[config.mk]
export PLATFORM = sky130hd
export DESIGN_NAME = hzu_top
export DESIGN_NICKNAME = d
export VERILOG_FILES = /design/src/rtl/hzu_pkg.sv /design/src/rtl/hzu_fwd_pick.sv /design/src/rtl/hzu_loaduse.sv /design/src/rtl/hzu_ifid_reg.sv /design/src/rtl/hzu_top.sv
export SDC_FILE = /design/constraint.sdc
export NUM_CORES = 1
export LEC_CHECK = 0
export ABC_AREA = 1
export BUFFER_PORTS_ARGS = -buffer_cell sky130_fd_sc_hd__buf_2
export CAP_MARGIN = 20
export CORE_ASPECT_RATIO = 0.6
export CORE_UTILIZATION = 43
export DETAILED_ROUTE_END_ITERATION = 12
export PLACE_DENSITY = 0.8
export SYNTH_ARGS = -nofsm -noshare
export SYNTH_HDL_FRONTEND = slang
export SYNTH_SLANG_ARGS = --single-unit
[constraint.sdc]
create_clock -name clk -period 1.7 [get_ports clk]
set_clock_uncertainty 0.1 [all_clocks]
set_input_delay 0.17 -clock clk [delete_from_list [all_inputs] [get_ports clk]]
set_output_delay 0.17 -clock clk [all_outputs]
set_load 0.02 [all_outputs]
[src/rtl/hzu_pkg.sv]
// Shared types for the forwarding and interlock unit.
// Assumes a two-bit operand-source select driven to the ALU input muxes.
package hzu_pkg;
    typedef enum logic [1:0] {
        SRC_REGFILE = 2'b00,
        SRC_WB      = 2'b01,
        SRC_MEM     = 2'b10
    } opnd_src_e;
endpackage

[src/rtl/hzu_fwd_pick.sv]
// Chooses the source of one ALU operand from the register numbers of the
// instruction in execute and of the two producer stages ahead of it.
// Assumes destination 0 is a hard-wired zero register and is never forwarded.
module hzu_fwd_pick
    import hzu_pkg::*;
#(
    parameter int RAW = 5
) (
    input  logic [RAW-1:0] src,
    input  logic           mem_we,
    input  logic [RAW-1:0] mem_rd,
    input  logic           wb_we,
    input  logic [RAW-1:0] wb_rd,
    output opnd_src_e      sel
);
    localparam logic [RAW-1:0] ZERO_REG = '0;

    logic mem_hit;
    logic wb_hit;

    // Decide which producer, if any, holds a newer value of src.
    always_comb begin
        mem_hit = mem_we && (mem_rd != ZERO_REG) && (mem_rd == src);
        wb_hit  = wb_we  && (wb_rd  != ZERO_REG) && (wb_rd  == src);
        if (mem_hit)     sel = SRC_MEM;
        else if (wb_hit) sel = SRC_WB;
        else             sel = SRC_REGFILE;
    end

    // the unused code never leaves this module.
    always_comb begin
        assert_sel_legal_R1: assert (sel != opnd_src_e'(2'b11))
            else $error("illegal operand select");
    end
endmodule

[src/rtl/hzu_loaduse.sv]
// Flags a load whose destination is read by the instruction in decode.
// Assumes both decode source fields are compared, used or not.
module hzu_loaduse #(
    parameter int RAW = 5
) (
    input  logic           ld_valid,
    input  logic [RAW-1:0] ld_rt,
    input  logic [RAW-1:0] id_rs,
    input  logic [RAW-1:0] id_rt,
    output logic           hazard
);
    // Compare the load destination with both decode sources.
    always_comb begin
        hazard = ld_valid && ((ld_rt == id_rs) || (ld_rt == id_rt));
    end
endmodule

[src/rtl/hzu_ifid_reg.sv]
// Fetch-to-decode instruction register with hold and clear.
// Assumes clear (flush) takes precedence over hold; an all-zero word is a nop.
module hzu_ifid_reg #(
    parameter int INSTR_W = 32
) (
    input  logic               clk,
    input  logic               rst_n,
    input  logic               hold,
    input  logic               clear,
    input  logic [INSTR_W-1:0] d,
    output logic [INSTR_W-1:0] q
);
    // Load, hold or clear the decode instruction each edge.
    always_ff @(posedge clk) begin
        if (!rst_n)     q <= '0;
        else if (clear) q <= '0;
        else if (!hold) q <= d;
    end

    // a flush leaves a nop in decode.
    assert_flush_clears_R8: assert property (@(posedge clk) disable iff (!rst_n)
        clear |=> (q == '0));

    // a hold keeps the word across the edge.
    assert_hold_keeps_R7: assert property (@(posedge clk) disable iff (!rst_n)
        (hold && !clear) |=> (q == $past(q)));
endmodule

[src/rtl/hzu_top.sv]
// Forwarding selection, load-use interlock and taken-branch flush for a
// five-stage pipeline. Owns the decode instruction register; the operand
// muxes, register file and ALU are external. Assumes the source fields of a
// decode word sit at RS_LSB and RT_LSB, each RAW bits wide.
module hzu_top
    import hzu_pkg::*;
#(
    parameter int INSTR_W = 32,
    parameter int RAW     = 5,
    parameter int CTRL_W  = 9,
    parameter int RS_LSB  = 21,
    parameter int RT_LSB  = 16
) (
    input  logic               clk,
    input  logic               rst_n,
    input  logic [RAW-1:0]     ex_rs,
    input  logic [RAW-1:0]     ex_rt,
    input  logic               exmem_regwrite,
    input  logic [RAW-1:0]     exmem_rd,
    input  logic               memwb_regwrite,
    input  logic [RAW-1:0]     memwb_rd,
    input  logic               idex_memread,
    input  logic [RAW-1:0]     idex_rt,
    input  logic [INSTR_W-1:0] fetch_instr,
    input  logic               branch_taken,
    input  logic [CTRL_W-1:0]  ctrl_in,
    output logic [1:0]         fwd_a_sel,
    output logic [1:0]         fwd_b_sel,
    output logic               stall,
    output logic               pc_write,
    output logic               if_flush,
    output logic [INSTR_W-1:0] ifid_instr,
    output logic [CTRL_W-1:0]  ctrl_out
);
    localparam int NUM_OPND = 2;

    logic [RAW-1:0] opnd_src [NUM_OPND];
    opnd_src_e      opnd_sel [NUM_OPND];
    logic           lu_hazard;
    logic           bubble;
    logic [RAW-1:0] id_rs;
    logic [RAW-1:0] id_rt;

    // Gather the execute-stage source numbers into an indexed set.
    always_comb begin
        opnd_src[0] = ex_rs;
        opnd_src[1] = ex_rt;
    end

    // One selector per ALU operand.
    for (genvar g = 0; g < NUM_OPND; g++) begin : g_opnd
        hzu_fwd_pick #(.RAW(RAW)) u_pick (
            .src    (opnd_src[g]),
            .mem_we (exmem_regwrite),
            .mem_rd (exmem_rd),
            .wb_we  (memwb_regwrite),
            .wb_rd  (memwb_rd),
            .sel    (opnd_sel[g])
        );
    end

    // Drive the select ports from the selector results.
    always_comb begin
        fwd_a_sel = opnd_sel[0];
        fwd_b_sel = opnd_sel[1];
    end

    // Extract the decode-stage source fields.
    always_comb begin
        id_rs = ifid_instr[RS_LSB +: RAW];
        id_rt = ifid_instr[RT_LSB +: RAW];
    end

    hzu_loaduse #(.RAW(RAW)) u_loaduse (
        .ld_valid (idex_memread),
        .ld_rt    (idex_rt),
        .id_rs    (id_rs),
        .id_rt    (id_rt),
        .hazard   (lu_hazard)
    );

    // Resolve stall against flush and form the front-end controls.
    always_comb begin
        if_flush = branch_taken;
        stall    = lu_hazard && !branch_taken;
        pc_write = !stall;
        bubble   = stall || if_flush;
        ctrl_out = bubble ? '0 : ctrl_in;
    end

    hzu_ifid_reg #(.INSTR_W(INSTR_W)) u_ifid (
        .clk   (clk),
        .rst_n (rst_n),
        .hold  (stall),
        .clear (if_flush),
        .d     (fetch_instr),
        .q     (ifid_instr)
    );

    // a newer memory-stage producer wins over write-back for operand A.
    assert_mem_priority_R4: assert property (@(posedge clk) disable iff (!rst_n)
        (exmem_regwrite && exmem_rd != '0 && exmem_rd == ex_rs &&
         memwb_regwrite && memwb_rd == ex_rs) |-> (fwd_a_sel == 2'b10));

    // register 0 is never a forwarding destination.
    assert_zero_reg_R5: assert property (@(posedge clk) disable iff (!rst_n)
        (exmem_rd == '0 && memwb_rd == '0) |-> (fwd_a_sel == 2'b00 && fwd_b_sel == 2'b00));

    // a load feeding the decode first source must interlock.
    assert_loaduse_R6: assert property (@(posedge clk) disable iff (!rst_n)
        (idex_memread && idex_rt == ifid_instr[RS_LSB +: RAW] && !branch_taken)
        |-> (stall && !pc_write));

    // a taken branch always lets the program counter move.
    assert_flush_pc_R8: assert property (@(posedge clk) disable iff (!rst_n)
        branch_taken |-> (pc_write && ctrl_out == '0));
endmodule

==> flow_metrics.py, run 1 <==
metrics = {
    "outcome": {
        "status": "complete, but fails checks",
        "violations": "setup timing",
    },
    "layout": {
        "fillers": 376,
        "nets": 513,
        "regMostFlops": "u_ifid.q",
        "drive_above_1_share_pct": 42.76,
        "syn_to_final_growth_pct": 46.15,
        "fin_area_mm2": 0.002877,
        "finalNonFillerCells": 502,
        "diodes": 0,
        "final_core_util_pct": 67.58,
        "largest_reg_flops": 32,
        "reg_top3": "u_ifid.q: 32 flops",
    },
    "worst_setup_path": {
        "crit_buf_inv": 2,
        "cp_max_fo": 4,
        "slowest_stage": "dfxtp_2",
        "critPathLaunchType": "flop",
        "path_cells": "inv_1, nand2_1, nand2_1, nor2_1, nand3_1, nand2_2, nand2_4, nand2_4, nor2_2, buf_6",
        "crit_family": "simple AND/OR/NAND/NOR gates",
        "cp.arrival_ps": 1490,
        "end_kind": "output pin",
        "cpPeakStageDelay_ps": 360,
        "critPathKind": "reg2out",
        "critical_path_required_ps": 1430,
    },
    "logic_synthesis": {
        "ys_ff_latch": 32,
        "syn_area_mm2": 0.001968,
        "yosysSeqAreaShare_pct": 32.55,
        "syn_nets": 386,
        "postSynthAreaPerCell_um2": 6.268,
        "ys_warn_count": 0,
        "synth_cell_type_count": 19,
        "synth_cells": 314,
    },
    "clock_network": {
        "root_buffer": "clkbuf_8",
        "cts_inserted_buffers": 5,
        "clkTransAtPathRegs_ps": 60,
        "cts_tree": "done",
        "h-tree-depth": 2,
        "cts_hold_buf": 0,
        "clk_latency_ps": 280,
        "cts_sinks": 32,
        "cts_buffer_depth": 2,
    },
    "sta": {
        "tns_ps": -411.9,
        "final.period_utilization_pct": 103.4,
        "worst_pin_slew_ps": 345.8,
        "setup_viol": 9,
        "final.setup.worst_slack_ps": -58.46,
        "period_needed_ps": 1758,
        "slew_headroom_pct": 76.94,
        "rsz0062_at_grt": "yes",
        "final_max_slew_viol_count": 0,
        "clock.fmax_ghz": 0.5687,
        "hold_viol_final": 0,
    },
    "routing": {
        "drtIter0Drc": 45,
        "drtPass1Iterations": 4,
        "wl_per_cell_um": 11.04,
        "via_per_inst": 4.317,
        "vias": 2167,
        "detail-route-antenna-nets": 0,
        "drc": 0,
        "finalWirelength_mm": 5.543,
    },
    "die": {
        "start_util_pct": 46.24,
        "core_area_mm2": 0.004257,
        "die_y_um": 54.41,
        "rows": 18,
        "chipWidth_um": 89.34,
        "dieArea_mm2": 0.004861,
        "io-pin-count": 120,
    },
    "grt": {
        "grt_pass1_vias": 1762,
        "gr-usage-met3_pct": 8.748,
        "grtUsageMet1_pct": 31.39,
        "antenna_found_initial": 0,
        "grt_most_used_layer": "met2",
        "track_usage_pct": 22.75,
        "grt_pass1_wl_mm": 8.086,
        "grtUsageMet2_pct": 34.48,
        "grt_max_degree": 33,
        "grt-ovfl-total": 0,
    },
    "placement": {
        "dpl.hpwl_mm": 4.006,
        "port_buffers": 119,
        "place_area_mm2": 0.002566,
        "placed_cells": 486,
        "gp_congestion": 0.8873,
    },
    "pwr": {
        "intPower_w": 0.001325,
        "clockPowerShare_pct": 31.4,
        "p_sw_w": 0.0005603,
        "seqPwrFrac_pct": 43.2,
        "irDropWorstVdd_mv": 0.3994,
        "switching_share_pct": 29.72,
        "leakagePower_nw": 1.799,
        "p_per_area_mw_per_mm2": 655.4,
        "comb_power_share_pct": 25.4,
        "total_power_w": 0.001885,
    },
    "run": {
        "maxCapViolCount": 0,
    },
    "min_path": {
        "hold_class": "in2reg",
    },
}
-- tightest hold or removal path: cells and delay by family --
kind / cells / cell delay, ps
buffers and inverters: 2 / 130
AND/OR/NAND/NOR: 3 / 120
-- cells in the mapped netlist --
library cell	count	area share, %
nand2_1	88	17
nor2_1	68	13
inv_1	57	11
dfxtp_1	32	33
nor2_2	18	5.7
xnor2_1	12	5.3
xor2_1	10	4.4
buf_6	6	3.4
nand3_1	4	1.0
buf_4	3	1.1
clkbuf_4	3	1.1
nand2_2	2	0.64
nand4_1	2	0.64
nor3_1	2	0.51
nor4_1	2	0.64
o21ai_0	2	0.51
inv_2	1	0.19
nand2_4	1	0.57
nand3_4	1	0.89
-- power by group through the flow --
stage                     Combinational [W]  Sequential, W  Clock (W)
after floorplan                    0.000207       0.000869          0
after global placement             0.000421       0.000826          0
after detailed placement           0.000427       0.000827          0
after CTS                          0.000441       0.000812   0.000607
after global routing               0.000529       0.000818   0.000649
final                              0.000478       0.000815   0.000593
-- kinds of logic (layout without fill, tap and decap cells) --
family	Yosys count	after routing	synth area share (%)
compound gates	2	2	0.5086
xor+xnor	22	22	9.790
buf+inv	70	197	16.78
flops	32	32	32.55
simple gates	188	189	40.37
-- routing by layer --
layer	part of all wire, %	vias to the layer above
met5	0	-
li1	-	1150
met2	45	55
met3	6.2	4
met1	48	958
met4	0.41	0
-- final cells by class --
| class | instances | area [µm²] | share of cell area (%) |
|---|---|---|---|
| Tap cell | 60 | 75.07 | 2.610 |
| Sequential cell | 32 | 650.6 | 22.62 |
| Multi-Input combinational cell | 213 | 1070 | 37.19 |
| Timing Repair Buffer | 131 | 773.2 | 26.88 |
| Clock buffer | 8 | 90.09 | 3.132 |
| Inverter | 58 | 217.7 | 7.569 |
-- through the flow --
stage / setup slack (ps) / hold WS [ps]
floorplan: 83.36 / 260.8
global placement: 116.1 / 359.1
detailed placement: 50.70 / 369.2
CTS: -54.45 / 71.74
global route: -149.6 / 75.18
finish: -58.46 / 75.60
-- final timing paths --
check	startpoint	endpoint	slack, ps	depth (start not counted)
worst max-delay path	u_ifid.q[22]$_SDFFE_PP0N_	ctrl_out[8]	-60	10
worst min-delay path	fetch_instr[25]	u_ifid.q[25]$_SDFFE_PP0N_	80	5
worst max register to register	u_ifid.q[22]$_SDFFE_PP0N_	u_ifid.q[13]$_SDFFE_PP0N_	90	11
worst min register to register	u_ifid.q[6]$_SDFFE_PP0N_	u_ifid.q[6]$_SDFFE_PP0N_	390	2
-- cell usage in the layout, fill, tap and decap left out, drive strengths merged, types with 5 or more instances in the layout --
cell type  instances
clkbuf             8
xor2              10
buf              131
nor2              86
inv               58
dfxtp             32
nand3              5
nand2             92
xnor2             12
-- what timing repair did --
action / CTS / global route
setup buffers: 6 / 2
gates cloned: 1 / 0
setup endpoints to repair: 11 / 41
gates resized for setup: 11 / 47
pin swaps: 3 / 6
Power figures use the tool's default switching activity.
==> run 2: changes to the inputs <==
- PLACE_DENSITY: 0.8 -> unset
- PLACE_DENSITY_LB_ADDON: unset -> 0.05
==> flow_metrics.py, run 2 (synthesis results as in run 1) <==
metrics = {
    "run": {
        "maxCapViolCount": 0,
    },
    "worst_setup_path": {
        "critical_path_required_ps": 1430,
        "end_kind": "output pin",
        "critPathLaunch": "u_ifid.q[25]$_SDFFE_PP0N_",
        "r2r_cells": 11,
        "r2r_start": "u_ifid.q[25]$_SDFFE_PP0N_",
        "crit_family": "simple AND/OR/NAND/NOR gates",
        "r2r_end": "u_ifid.q[25]$_SDFFE_PP0N_",
        "critPathKind": "reg2out",
        "cp_max_fo": 9,
        "path_cells": "inv_1, nand2_1, nand2_1, nor2_1, nand3_1, nand2_2, nand2_4, nand2_8, nor2_1, buf_4",
        "critPathLaunchType": "flop",
        "cp.arrival_ps": 1470,
        "rrSetupSlack_ps": 120,
        "crit_buf_inv": 2,
        "slowest_stage": "dfxtp_2",
        "cpPeakStageDelay_ps": 350,
    },
    "layout": {
        "diodes": 0,
        "drive_above_1_share_pct": 41.57,
        "final_core_util_pct": 67.55,
        "final_common_cell": "buf_2",
        "multiInputGateArea_mm2": 0.001033,
        "syn_to_final_growth_pct": 46.09,
        "fillers": 411,
        "register_area_um2": 650.6,
        "largest_reg_flops": 32,
        "reg_top3": "u_ifid.q: 32 flops",
        "nets": 516,
        "final_cell_mix": "buf_2, nand2_1, nor2_1",
        "regMostFlops": "u_ifid.q",
    },
    "sta": {
        "worst_pin_slew_ps": 399.2,
        "final.setup.worst_slack_ps": -35.43,
        "clock.fmax_ghz": 0.5762,
        "setup_viol": 9,
        "slew_headroom_pct": 73.14,
        "rsz0062_at_grt": "yes",
        "period_needed_ps": 1735,
        "worst_hold_slack_ps": 80.68,
        "final_max_slew_viol_count": 0,
        "final.period_utilization_pct": 102.1,
        "hold_viol_final": 0,
    },
    "placement": {
        "port_buffers": 119,
        "dpl.hpwl_mm": 3.768,
        "place_ws_ps": 35.56,
        "gp_congestion": 0.8560,
    },
    "clock_network": {
        "cts_inserted_buffers": 5,
        "cts_tree": "done",
        "h-tree-depth": 2,
        "clk_latency_ps": 280,
        "cts_sinks": 32,
        "root_buffer": "clkbuf_8",
        "cts_buffer_depth": 2,
        "clkTransAtPathRegs_ps": 70,
    },
    "grt": {
        "grt_most_used_layer": "met2",
        "track_usage_pct": 20.90,
        "grt_pass1_wl_mm": 7.596,
        "grtUsageMet1_pct": 28.48,
        "grt-ovfl-total": 0,
        "grt_pass1_vias": 1711,
        "gr-usage-met3_pct": 6.787,
        "grt_max_degree": 33,
        "grtUsageMet2_pct": 33.08,
        "antenna_found_initial": 0,
    },
    "min_path": {
        "hold_path_depth": 5,
        "min_from": "fetch_instr[17]",
        "hold_end": "u_ifid.q[17]$_SDFFE_PP0N_",
        "hold_class": "in2reg",
    },
    "routing": {
        "via_per_inst": 4.230,
        "wl_per_cell_um": 10.08,
        "vias": 2136,
        "finalWirelength_mm": 5.089,
        "detail-route-antenna-nets": 0,
        "drtPass1Iterations": 4,
        "drc": 0,
        "drtIter0Drc": 55,
    },
    "outcome": {
        "violations": "setup timing",
        "status": "complete, but fails checks",
    },
    "pwr": {
        "leakagePower_nw": 1.825,
        "seqPwrFrac_pct": 41.1,
        "clockPowerShare_pct": 35.6,
        "total_power_w": 0.001978,
        "comb_power_share_pct": 23.2,
        "intPower_w": 0.001425,
        "p_sw_w": 0.0005531,
        "p_per_area_mw_per_mm2": 688.0,
        "irDropWorstVdd_mv": 0.3806,
        "switching_share_pct": 27.96,
    },
    "die": {
        "dieArea_mm2": 0.004861,
        "chipWidth_um": 89.34,
        "core_area_mm2": 0.004257,
        "die_y_um": 54.41,
        "start_util_pct": 46.24,
        "io-pin-count": 120,
        "rows": 18,
    },
}
-- run 2: cell types whose count changed in the layout (fill, tap and decap cells not counted), sizes merged --
cell,previous run,this run
nand2,92,91
bufinv,0,1
buf,131,135
clkbuf,8,6
clkinv,0,1
-- run 2: per-stage QoR --
step	cells	area, µm²	setup TNS, ps
4_1_cts	501	2775	-466.9
3_5_place_dp	490	2621	0
3_3_place_gp	490	2621	0
6_report	505	2875	-273.4
5_1_grt	505	2875	-1692
2_1_floorplan	314	1968	0
-- run 2: worst max path at each step --
stage                                          end  slack (ps)  cells past startpoint
after detailed placement  u_ifid.q[0]$_SDFFE_PP0N_          40                     10
final                                  ctrl_out[3]         -40                     10
after global placement    u_ifid.q[0]$_SDFFE_PP0N_          80                     10
after CTS                              ctrl_out[6]         -60                     10
after global routing                   ctrl_out[4]        -180                     10
after floorplan                        ctrl_out[0]          80                      8
-- run 2: worst reg2reg max path, stage by stage, from the launching register on --
cell     delay [ps]
dfxtp_2         350
inv_1            40
nand2_1          50
nand2_1          50
nor2_1           90
nand3_1          90
nand2_2         130
nand3_4         130
buf_6           170
buf_4           140
nor2_1           80
nor2_1           50
-- run 2: layout make-up --
cell class,instances,share of cell area [%]
clock buffer,6,2.524
clock inverter,2,1.218
inverter,58,7.572
multi-input combinational,212,35.94
sequential,32,22.63
tap,60,2.611
timing repair buffer,135,27.50
-- run 2: routing by layer --
metal  vias up  wire length [µm]
li1       1159                 -
met1       895              2491
met2        80              2194
met3         2               394
met4         0                 8
met5         -                 0
-- run 2: power by group through the flow --
stage          Clock, W  Combinational [W]  Sequential (W)
6_report       0.000705           0.000459        0.000814
5_1_grt        0.000764           0.000512        0.000818
4_1_cts        0.000724           0.000444        0.000812
3_5_place_dp          0           0.000433        0.000827
3_3_place_gp          0           0.000428        0.000827
2_1_floorplan         0           0.000207        0.000869
-- run 2: timing repair --
action,4_1_cts,5_1_grt
pin swaps,1,1
buffers inserted,3,4
setup endpoints to repair,11,32
resized for setup,10,28
hold buffers,0,0
